===== config.mk =====
export PLATFORM = sky130hd
export DESIGN_NAME = gpio_port
export DESIGN_NICKNAME = d
export VERILOG_FILES = /design/src/rtl/gpio_pkg.sv /design/src/rtl/gpio_tick_gen.sv /design/src/rtl/gpio_filter.sv /design/src/rtl/gpio_port.sv
export SDC_FILE = /design/constraint.sdc
export NUM_CORES = 1
export LEC_CHECK = 0
export ABC_AREA = 1
export BUFFER_PORTS_ARGS = -buffer_cell sky130_fd_sc_hd__buf_2
export CAP_MARGIN = 30
export CORE_UTILIZATION = 58
export CTS_CLUSTER_DIAMETER = 80
export DETAILED_ROUTE_END_ITERATION = 8
export GPL_TIMING_DRIVEN = 0
export PLACE_DENSITY = 0.8
export SYNTH_ARGS = -nofsm -noshare
export SYNTH_HDL_FRONTEND = slang
export SYNTH_SLANG_ARGS = --single-unit

===== constraint.sdc =====
create_clock -name clk -period 1.79 [get_ports clk]
set_clock_uncertainty 0.1 [all_clocks]
set_input_delay 0.0895 -clock clk [delete_from_list [all_inputs] [get_ports clk]]
set_output_delay 0.0895 -clock clk [all_outputs]
set_load 0.03 [all_outputs]

===== src/rtl/gpio_pkg.sv =====
package gpio_pkg;
  localparam int ADDR_W = 4;

  localparam logic [ADDR_W-1:0] REG_DATA  = 4'd0;
  localparam logic [ADDR_W-1:0] REG_DIR   = 4'd1;
  localparam logic [ADDR_W-1:0] REG_PULL  = 4'd2;
  localparam logic [ADDR_W-1:0] REG_ODRN  = 4'd3;
  localparam logic [ADDR_W-1:0] REG_FILT  = 4'd4;
  localparam logic [ADDR_W-1:0] REG_ALT   = 4'd5;
  localparam logic [ADDR_W-1:0] REG_RISE  = 4'd6;
  localparam logic [ADDR_W-1:0] REG_FALL  = 4'd7;
  localparam logic [ADDR_W-1:0] REG_FLAG  = 4'd8;
  localparam logic [ADDR_W-1:0] REG_RATE  = 4'd9;

  typedef enum logic [1:0] {
    RATE_FULL  = 2'd0,
    RATE_QUART = 2'd1,
    RATE_LONG  = 2'd2,
    RATE_SLOW  = 2'd3
  } rate_e;
endpackage


===== src/rtl/gpio_tick_gen.sv =====
module gpio_tick_gen
  import gpio_pkg::*;
#(
  parameter int DIV_SHORT = 4,
  parameter int DIV_LONG  = 4096
) (
  input  logic  clk,
  input  logic  rst,
  input  rate_e rate,
  input  logic  slow_tick,
  output logic  tick
);
  localparam int CNT_W = $clog2(DIV_LONG);

  logic [CNT_W-1:0] div_cnt;
  logic             short_hit;
  logic             long_hit;

  always_ff @(posedge clk) begin
    if (rst) begin
      div_cnt <= '0;
    end else if (div_cnt == CNT_W'(DIV_LONG - 1)) begin
      div_cnt <= '0;
    end else begin
      div_cnt <= div_cnt + 1'b1;
    end
  end

  always_comb begin
    short_hit = ((div_cnt % CNT_W'(DIV_SHORT)) == CNT_W'(DIV_SHORT - 1));
    long_hit  = (div_cnt == CNT_W'(DIV_LONG - 1));
  end

  always_ff @(posedge clk) begin
    if (rst) begin
      tick <= 1'b0;
    end else begin
      unique case (rate)
        RATE_FULL:  tick <= 1'b1;
        RATE_QUART: tick <= short_hit;
        RATE_LONG:  tick <= long_hit;
        default:    tick <= slow_tick;
      endcase
    end
  end

  // full-rate selection yields a tick on every following cycle
  assert_tick_full_R9: assert property (@(posedge clk) disable iff (rst)
    1'b1 |=> (($past(rate) != RATE_FULL) || tick));

  // slow-tick selection passes only the external pulse
  assert_tick_slow_R9: assert property (@(posedge clk) disable iff (rst)
    (rate == RATE_SLOW && !slow_tick) |=> !tick);
endmodule


===== src/rtl/gpio_filter.sv =====
module gpio_filter #(
  parameter int HOLD_TICKS = 4
) (
  input  logic clk,
  input  logic rst,
  input  logic tick,
  input  logic din,
  output logic dout
);
  localparam int CW = $clog2(HOLD_TICKS) + 1;

  logic [CW-1:0] run_cnt;

  always_ff @(posedge clk) begin
    if (rst) begin
      dout    <= 1'b0;
      run_cnt <= '0;
    end else if (tick) begin
      if (din == dout) begin
        run_cnt <= '0;
      end else if (run_cnt == CW'(HOLD_TICKS - 1)) begin
        dout    <= din;
        run_cnt <= '0;
      end else begin
        run_cnt <= run_cnt + 1'b1;
      end
    end
  end

  // the filtered level only moves on a sample tick
  assert_hold_no_tick_R8: assert property (@(posedge clk) disable iff (rst)
    !tick |=> $stable(dout));

  // an input that agrees with the output never changes it
  assert_hold_agree_R8: assert property (@(posedge clk) disable iff (rst)
    (din == dout) |=> $stable(dout));
endmodule


===== src/rtl/gpio_port.sv =====
module gpio_port
  import gpio_pkg::*;
#(
  parameter int PINS       = 8,
  parameter int FILT_LSB   = 4,
  parameter int HOLD_TICKS = 4,
  parameter int DIV_SHORT  = 4,
  parameter int DIV_LONG   = 4096
) (
  input  logic              clk,
  input  logic              rst,
  input  logic              slow_tick,
  input  logic              bus_we,
  input  logic [ADDR_W-1:0] bus_addr,
  input  logic [PINS-1:0]   bus_wdata,
  output logic [PINS-1:0]   bus_rdata,
  input  logic [PINS-1:0]   pad_in,
  output logic [PINS-1:0]   pad_oe,
  output logic [PINS-1:0]   pad_do,
  output logic [PINS-1:0]   pad_pu,
  output logic [PINS-1:0]   pad_od,
  output logic [PINS-1:0]   alt_sel,
  output logic              irq
);
  localparam logic [PINS-1:0] FILT_MASK = {PINS{1'b1}} << FILT_LSB;

  logic [PINS-1:0] out_q, dir_q, pu_q, od_q, filt_q, alt_q, rise_q, fall_q, flag_q;
  rate_e           rate_q;
  logic [PINS-1:0] sync1_q, sync2_q, prev_q, pin_lvl;
  logic [PINS-1:0] filt_lvl;
  logic [PINS-1:0] edge_set, clr_mask;
  logic            tick;

  // register file
  always_ff @(posedge clk) begin
    if (rst) begin
      out_q  <= '0;
      dir_q  <= '0;
      pu_q   <= '0;
      od_q   <= '0;
      filt_q <= '0;
      alt_q  <= '0;
      rise_q <= '0;
      fall_q <= '0;
      rate_q <= RATE_FULL;
    end else if (bus_we) begin
      unique case (bus_addr)
        REG_DATA: out_q  <= bus_wdata;
        REG_DIR:  dir_q  <= bus_wdata;
        REG_PULL: pu_q   <= bus_wdata;
        REG_ODRN: od_q   <= bus_wdata;
        REG_FILT: filt_q <= bus_wdata & FILT_MASK;
        REG_ALT:  alt_q  <= bus_wdata;
        REG_RISE: rise_q <= bus_wdata;
        REG_FALL: fall_q <= bus_wdata;
        REG_RATE: rate_q <= rate_e'(bus_wdata[1:0]);
        default: ;
      endcase
    end
  end

  // input retiming
  always_ff @(posedge clk) begin
    if (rst) begin
      sync1_q <= '0;
      sync2_q <= '0;
    end else begin
      sync1_q <= pad_in;
      sync2_q <= sync1_q;
    end
  end

  gpio_tick_gen #(
    .DIV_SHORT (DIV_SHORT),
    .DIV_LONG  (DIV_LONG)
  ) u_tick (
    .clk       (clk),
    .rst       (rst),
    .rate      (rate_q),
    .slow_tick (slow_tick),
    .tick      (tick)
  );

  for (genvar i = 0; i < PINS; i++) begin : g_pin
    if (i >= FILT_LSB) begin : g_filt
      gpio_filter #(.HOLD_TICKS(HOLD_TICKS)) u_filt (
        .clk  (clk),
        .rst  (rst),
        .tick (tick),
        .din  (sync2_q[i]),
        .dout (filt_lvl[i])
      );
      assign pin_lvl[i] = filt_q[i] ? filt_lvl[i] : sync2_q[i];
    end else begin : g_raw
      assign filt_lvl[i] = sync2_q[i];
      assign pin_lvl[i]  = sync2_q[i];
    end
  end

  // edge detection and sticky flags
  always_comb begin
    edge_set = (pin_lvl & ~prev_q & rise_q) | (~pin_lvl & prev_q & fall_q);
    clr_mask = (bus_we && bus_addr == REG_FLAG) ? bus_wdata : '0;
  end

  always_ff @(posedge clk) begin
    if (rst) begin
      prev_q <= '0;
      flag_q <= '0;
    end else begin
      prev_q <= pin_lvl;
      flag_q <= (flag_q & ~clr_mask) | edge_set;
    end
  end

  // registered pad controls and read data
  always_ff @(posedge clk) begin
    if (rst) begin
      pad_oe    <= '0;
      pad_do    <= '0;
      pad_pu    <= '0;
      pad_od    <= '0;
      alt_sel   <= '0;
      irq       <= 1'b0;
      bus_rdata <= '0;
    end else begin
      pad_oe  <= dir_q & ~(od_q & out_q);
      pad_do  <= out_q & ~od_q;
      pad_pu  <= pu_q;
      pad_od  <= od_q;
      alt_sel <= alt_q;
      irq     <= |flag_q;
      unique case (bus_addr)
        REG_DATA: bus_rdata <= (dir_q & out_q) | (~dir_q & pin_lvl);
        REG_DIR:  bus_rdata <= dir_q;
        REG_PULL: bus_rdata <= pu_q;
        REG_ODRN: bus_rdata <= od_q;
        REG_FILT: bus_rdata <= filt_q;
        REG_ALT:  bus_rdata <= alt_q;
        REG_RISE: bus_rdata <= rise_q;
        REG_FALL: bus_rdata <= fall_q;
        REG_FLAG: bus_rdata <= flag_q;
        REG_RATE: bus_rdata <= PINS'(rate_q);
        default:  bus_rdata <= '0;
      endcase
    end
  end

  // a pin is only ever driven when its direction bit was set
  assert_oe_needs_dir_R1: assert property (@(posedge clk) disable iff (rst)
    1'b1 |=> ((pad_oe & ~$past(dir_q)) == '0));

  // an open-drain pin holding a 1 is released
  assert_od_release_R4: assert property (@(posedge clk) disable iff (rst)
    1'b1 |=> ((pad_oe & $past(od_q & out_q)) == '0));

  // a flag only drops when software wrote 1 to its bit
  assert_flag_sticky_R11: assert property (@(posedge clk) disable iff (rst)
    1'b1 |=> ((~flag_q & $past(flag_q) & ~$past(clr_mask)) == '0));

  // irq follows the presence of any flag one cycle later
  assert_irq_follows_R10: assert property (@(posedge clk) disable iff (rst)
    1'b1 |=> (irq == $past(|flag_q)));
endmodule


==> results.yml, run 1 <==
status:
  status: "completed"
detailed_routing:
  postRouteAntennaNets: 0
  drt_iter0_markers: 523
  routedWlPerCell_um: 15.5
  route.detailed.drc: 0
  via_per_inst: 5.48
  routed_wl_mm: 17.3
  drtPass1Iterations: 6
  vias: 6105
finish:
  multi_input_area_mm2: 0.00259
  fin_area_mm2: 0.00788
  final_cell_mix: "dfxtp_1 (172), nand2_1 (118), nor2_1 (107)"
  finalNetCount: 990
  diodes: 0
  layout-drive-gt1-share: 0.141
  reg.largest.list: "g_pin.g_filt.u_filt.run_cnt x12, u_tick.div_cnt x12"
  fillers: 842
  final_common_cell: "dfxtp_1"
  regArea_mm2: 0.00344
  postLayoutCoreUtil: 0.717
  area_growth_pct: 19.2
floorplan:
  fp.dieArea_mm2: 0.0118
  die_w_um: 109
  die_h_um: 109
  core-area_mm2: 0.0110
  io_pins: 73
  rows: 38
  start_util: 0.601
global_route:
  grt_pass1_wl_mm: 27.4
  use_met2: 0.495
  use_met3: 0.0658
  first_global_vias: 5532
  grt_max_degree: 17
  use_met1: 0.399
  overflow: 0
  top_usage_layer: "met2"
  grt_usage: 0.309
  antenna_found_initial: 0
sta:
  setup_viol: 0
  fmax_mhz: 627
  min_period_ps: 1600
  timing.slew.headroom: 0.533
  period_share: 0.891
  rsz0062_at_grt: "no"
  worstMarginPinSlew_ps: 700
  hold_viol_final: 0
  slew_violations: 0
  fin_setup_tns_ps: 0
  hold_ws_ps: 69.6
worst_hold_path:
  hold_path_class: "input port to flip-flop"
place:
  postPlaceCellArea_mm2: 0.00714
  dp_hpwl_mm: 12.0
  gp_congestion: 0.956
  portBuffers: 71
synthesis:
  async_flop_share: 0
  synthCells: 854
  synthDistinctLibCells: 33
  yosysWarnings: 0
  syn_area_per_cell_um2: 7.73
  synth_seq_area_share: 0.521
  synth_area_mm2: 0.00661
  synth_top_flop_cell: "dfxtp_1"
  synth-seq-cells: 172
  synth_edf_count: 0
  syn_nets: 883
critical_path:
  worstPathArrival_ps: 1820
  cp-start-kind: "flip-flop"
  path_max_fanout: 10
  crit_required_ps: 2010
  end_kind: "flip-flop"
  crit_type: "flip-flop to flip-flop"
clock_tree:
  cts_tree: "yes"
  postCtsSetupBuffers: 0
  numCtsBuffers: 17
  clk_pin_slew_ps: 70
  cts_root_buf: "clkbuf_16"
  clk_latency_ps: 430
  cts_num_sinks: 172
  h-tree-depth: 4
  clockBufferDepth: 2
job:
  cap_violations: 0
pwr:
  power.leakage_nw: 3.28
  irDropWorstVdd_mv: 0.852
  power.density_mw_per_mm2: 1010
==> cell families after synthesis <==
group,Yosys count,share of synthesized area
AOI/OAI and AO/OA,184,0.145
adders and majority gates,5,0.00947
xor gates and xnor gates,7,0.00928
DFF,172,0.521
and+or+nand+nor,346,0.228
buffers and inverters,140,0.0864
==> Yosys cell counts, types with 2 or more instances <==
cell / number / share of area
nor4_1: 2 / 0.0019
xor2_1: 2 / 0.0027
clkbuf_1: 15 / 0.0085
nor3b_1: 3 / 0.0034
nor2_2: 4 / 0.0038
dfxtp_1: 172 / 0.52
buf_1: 3 / 0.0017
nand2_2: 4 / 0.0038
nor2_4: 2 / 0.0034
nand3_1: 79 / 0.060
nand3b_1: 3 / 0.0034
nand2_1: 118 / 0.067
inv_1: 102 / 0.058
buf_2: 12 / 0.0091
a211oi_1: 8 / 0.0091
nor3_1: 16 / 0.012
nand4_1: 2 / 0.0019
a21oi_1: 90 / 0.068
nand3_2: 3 / 0.0045
buf_4: 2 / 0.0023
inv_2: 2 / 0.0011
o31ai_1: 4 / 0.0045
xnor2_1: 5 / 0.0066
a31oi_1: 4 / 0.0038
nor2_1: 108 / 0.061
ha_1: 5 / 0.0095
o21ai_0: 76 / 0.058
buf_6: 3 / 0.0051
==> power breakdown <==
group | leakage [nW] | internal (mW) | total, mW | switching [mW]
Clock | 0.267 | 1.93 | 3.52 | 1.58
Combinational | 1.62 | 0.147 | 0.493 | 0.346
Sequential | 1.39 | 3.91 | 3.95 | 0.0453
Total | 3.28 | 5.98 | 7.96 | 1.98
==> worst paths after layout <==
path | from | end | depth (start not counted) | slack, ps
max | u_tick.div_cnt[0]$_SDFF_PP0_ | u_tick.div_cnt[5]$_SDFF_PP0_ | 7 | 190
min | bus_we | rise_q[7]$_SDFFE_PP0P_ | 4 | 70
min reg2reg | sync1_q[1]$_SDFF_PP0_ | sync2_q[1]$_SDFF_PP0_ | 2 | 300
max reg2reg | u_tick.div_cnt[0]$_SDFF_PP0_ | u_tick.div_cnt[5]$_SDFF_PP0_ | 7 | 190
==> critical path, cell delays in order, from the launching register on <==
cell	delay, ps
dfxtp_1	350
ha_1	200
nand2_1	120
nor2_2	180
nand3_1	120
nand2_1	120
clkbuf_4	230
nor2_1	60
==> stage by stage <==
stage / total power [mW] / setup WS (ps) / instances
global route: 8.17 / 22.6 / 1114
detailed placement: 4.48 / 74.0 / 1065
floorplan: 4.30 / 367 / 854
CTS: 7.94 / 63.4 / 1114
finish: 7.96 / 195 / 1114
global placement: 4.47 / 90.8 / 1065
==> per-layer routing <==
metal  wire length, um  vias up
met1              7140     2790
met4               559        0
li1                  -     2989
met3              1520       49
met5                 0        -
met2              8050      277
==> cell type report <==
cell class	instances	area share
flip-flops and latches	172	0.437
inverters	105	0.0500
clock buffers	17	0.0540
plain buffers	35	0.0227
well taps	140	0.0222
clock inverters	15	0.0178
repair buffers	88	0.0667
multi-input cells	542	0.329
==> timing repair <==
action | in CTS | in global routing
endpoints found under the hold margin | 63 | 0
endpoints found under the setup margin | 0 | 10
gates resized for setup | 0 | 2
hold buffers | 17 | 0
Note: power is estimated with default switching activity, not from simulation.
==> inputs of run 2 (changes only) <==
Settings changed: SYNTH_HIERARCHICAL set to 1.
==> run 2 against run 1 <==
Net effect:
- routed wire length decreased by 3.8%
- sequential cell count unchanged
- largest power group unchanged
- cell count increased by 3.5%
- non-clock buffer count decreased by 3
- power increased by 3.0%
- count of clock-buffer cells in the layout increased by 4
- global-route usage decreased by 1.5 points
- utilization increased by 0.93 points
==> results.yml, run 2 <==
status:
  status: "completed"
finish:
  final_cells: 1153
  final_common_cell: "dfxtp_1"
  layout-drive-gt1-share: 0.149
  finalNetCount: 1029
  final_cell_mix: "dfxtp_1 (172), nand2_1 (154), inv_1 (118)"
  multi_input_area_mm2: 0.00267
  reg.largest.list: "g_pin.g_filt.u_filt/run_cnt x12, u_tick/div_cnt x12"
  area_growth_pct: 19.5
  fillers: 897
  diodes: 0
  regArea_mm2: 0.00344
sta:
  min_period_ps: 1530
  timing.slew.headroom: 0.512
  worstMarginPinSlew_ps: 732
  setup_viol: 0
  hold_viol_final: 0
  period_share: 0.854
  fin_setup_tns_ps: 0
  slew_violations: 0
  rsz0062_at_grt: "no"
  fmax_mhz: 654
critical_path:
  crit_type: "flip-flop to flip-flop"
  r2r_start: "filt_q[4]$_SDFFE_PP0P_"
  cpMostUsedCell: "nand2_1"
  r2r_end: "bus_rdata[4]$_SDFF_PP0_"
  cp_cell_sequence: "o21ai_0 > nand2_1 > nand2_1 > nand3_1 > nand2_1 > inv_1"
  path_max_fanout: 4
  crit_buf_inv: 1
  crit_required_ps: 2020
  r2r_slack_ps: 260
  crit_family: "compound AO/OA/AOI/OAI gates"
  crit_slowest_cell: "o21ai_0"
  rr_worst_depth: 6
  cp_slowest_stage_delay_ps: 530
  cp-start-kind: "flip-flop"
  end_kind: "flip-flop"
  worstPathArrival_ps: 1760
floorplan:
  die_w_um: 110
  rows: 38
  start_util: 0.608
  io_pins: 73
  core-area_mm2: 0.0111
  fp.dieArea_mm2: 0.0120
  die_h_um: 110
worst_hold_path:
  hold_path_class: "input port to flip-flop"
  min_to: "g_pin[6].g_filt.u_filt/run_cnt[2]$_SDFFE_PP0P_"
  whs_path_depth: 4
  worstHoldStart: "rst"
global_route:
  first_global_vias: 5422
  grt_usage: 0.294
  antenna_found_initial: 0
  grt_max_degree: 21
  overflow: 0
  grt_pass1_wl_mm: 26.3
detailed_routing:
  drtPass1Iterations: 5
  postRouteAntennaNets: 0
  routed_wl_mm: 16.6
  via_per_inst: 5.30
  route.detailed.drc: 0
  vias: 6110
  drt_iter0_markers: 502
  routedWlPerCell_um: 14.4
job:
  cap_violations: 0
clock_tree:
  cts_root_buf: "clkbuf_16"
  postCtsSetupBuffers: 0
  numCtsBuffers: 17
  clockBufferDepth: 2
  h-tree-depth: 4
  cts_num_sinks: 172
  clk_latency_ps: 430
  post_cts_resize_count: 0
  cts_tree: "yes"
  clk_pin_slew_ps: 60
place:
  portBuffers: 71
  dp_hpwl_mm: 11.6
  dp.cells: 1103
  gp_congestion: 0.927
synthesis:
  synthTopCellsByCount: "dfxtp_1 (172), nand2_1 (154), inv_1 (118)"
  synth_top_flop_cell: "dfxtp_1"
  synth-seq-cells: 172
  synth.most_common_cell: "dfxtp_1"
  synth_area_leaders: "dfxtp_1 (51%), nand2_1 (8.6%), a21oi_1 (6.9%), inv_1 (6.6%), nor2_1 (5.6%)"
  async_flop_share: 0
  syn_nets: 921
  yosysWarnings: 6
  synthCells: 892
  synth_seq_area_share: 0.511
  synthDistinctLibCells: 33
  synth_area_mm2: 0.00673
  synth_area_leader_cell: "dfxtp_1"
  netlist.area_leader.share: 0.511
  syn_area_per_cell_um2: 7.55
  synth_edf_count: 0
pwr:
  power.leakage_nw: 3.40
  irDropWorstVdd_mv: 0.919
  power.density_mw_per_mm2: 1020
  finalPower_mw: 8.20
run 2: area by class of cell:
| cell class | count | share of cell area |
|---|---|---|
| sequential | 172 | 0.428 |
| tap | 140 | 0.0218 |
| multi-input combinational | 560 | 0.331 |
| inverter | 129 | 0.0602 |
| clock inverter | 11 | 0.0177 |
| timing repair buffer | 89 | 0.0665 |
| buffer | 31 | 0.0174 |
| clock buffer | 21 | 0.0572 |
run 2: repair_timing:
item,in CTS,in global routing
hold endpoints to repair,72,0
endpoints found under the setup margin,0,0
hold buffers,18,0
run 2: power breakdown:
group          leakage [nW]  switching (mW)  internal [mW]
combinational          1.72           0.342          0.149
clock                 0.293            1.48           2.26
sequential             1.39          0.0566           3.91
run 2: how the worst max path moves through the flow:
stage / end / depth (start not counted) / from / slack, ps
2_1_floorplan: u_tick/div_cnt[11]$_SDFF_PP0_ / 8 / u_tick/div_cnt[0]$_SDFF_PP0_ / 460
3_3_place_gp: alt_sel[0]$_SDFF_PP0_ / 4 / rst / -240
3_5_place_dp: alt_sel[0]$_SDFF_PP0_ / 4 / rst / -240
4_1_cts: alt_sel[0]$_SDFF_PP0_ / 4 / rst / 290
5_1_grt: bus_rdata[4]$_SDFF_PP0_ / 6 / filt_q[4]$_SDFFE_PP0P_ / 170
6_report: bus_rdata[4]$_SDFF_PP0_ / 6 / filt_q[4]$_SDFFE_PP0P_ / 260
run 2: stage by stage:
stage          hold WS [ps]  setup WS, ps  instance area [um2]  utilization
6_report               22.9           261                 8050        0.726
5_1_grt                34.5           172                 8050        0.726
4_1_cts                14.2           292                 8050        0.726
3_5_place_dp            197          -238                 7260        0.656
3_3_place_gp            191          -241                 7260        0.656
2_1_floorplan          58.6           455                 6730            -
run 2: routing by layer:
metal | track usage | part of all wire | vias to the layer above
met5 | 0 | 0 | -
met4 | 0.170 | 0.036 | 0
met3 | 0.0611 | 0.070 | 50
met2 | 0.491 | 0.47 | 239
met1 | 0.351 | 0.42 | 2739
li1 | - | - | 3082
run 2: logic make-up after synthesis:
kind of cell | synth area share
adders and majority gates | 0.00929
buffers and inverters | 0.0927
AOI/OAI and AO/OA | 0.142
DFF | 0.511
xor gates and xnor gates | 0.00520
and+or+nand+nor | 0.240
run 2: worst register-to-register path, stage by stage (launching register included):
cell and delay [ps]:
dfxtp_1 360, o21ai_0 530, nand2_1 100, nand2_1 90
nand3_1 110, nand2_1 80, inv_1 50
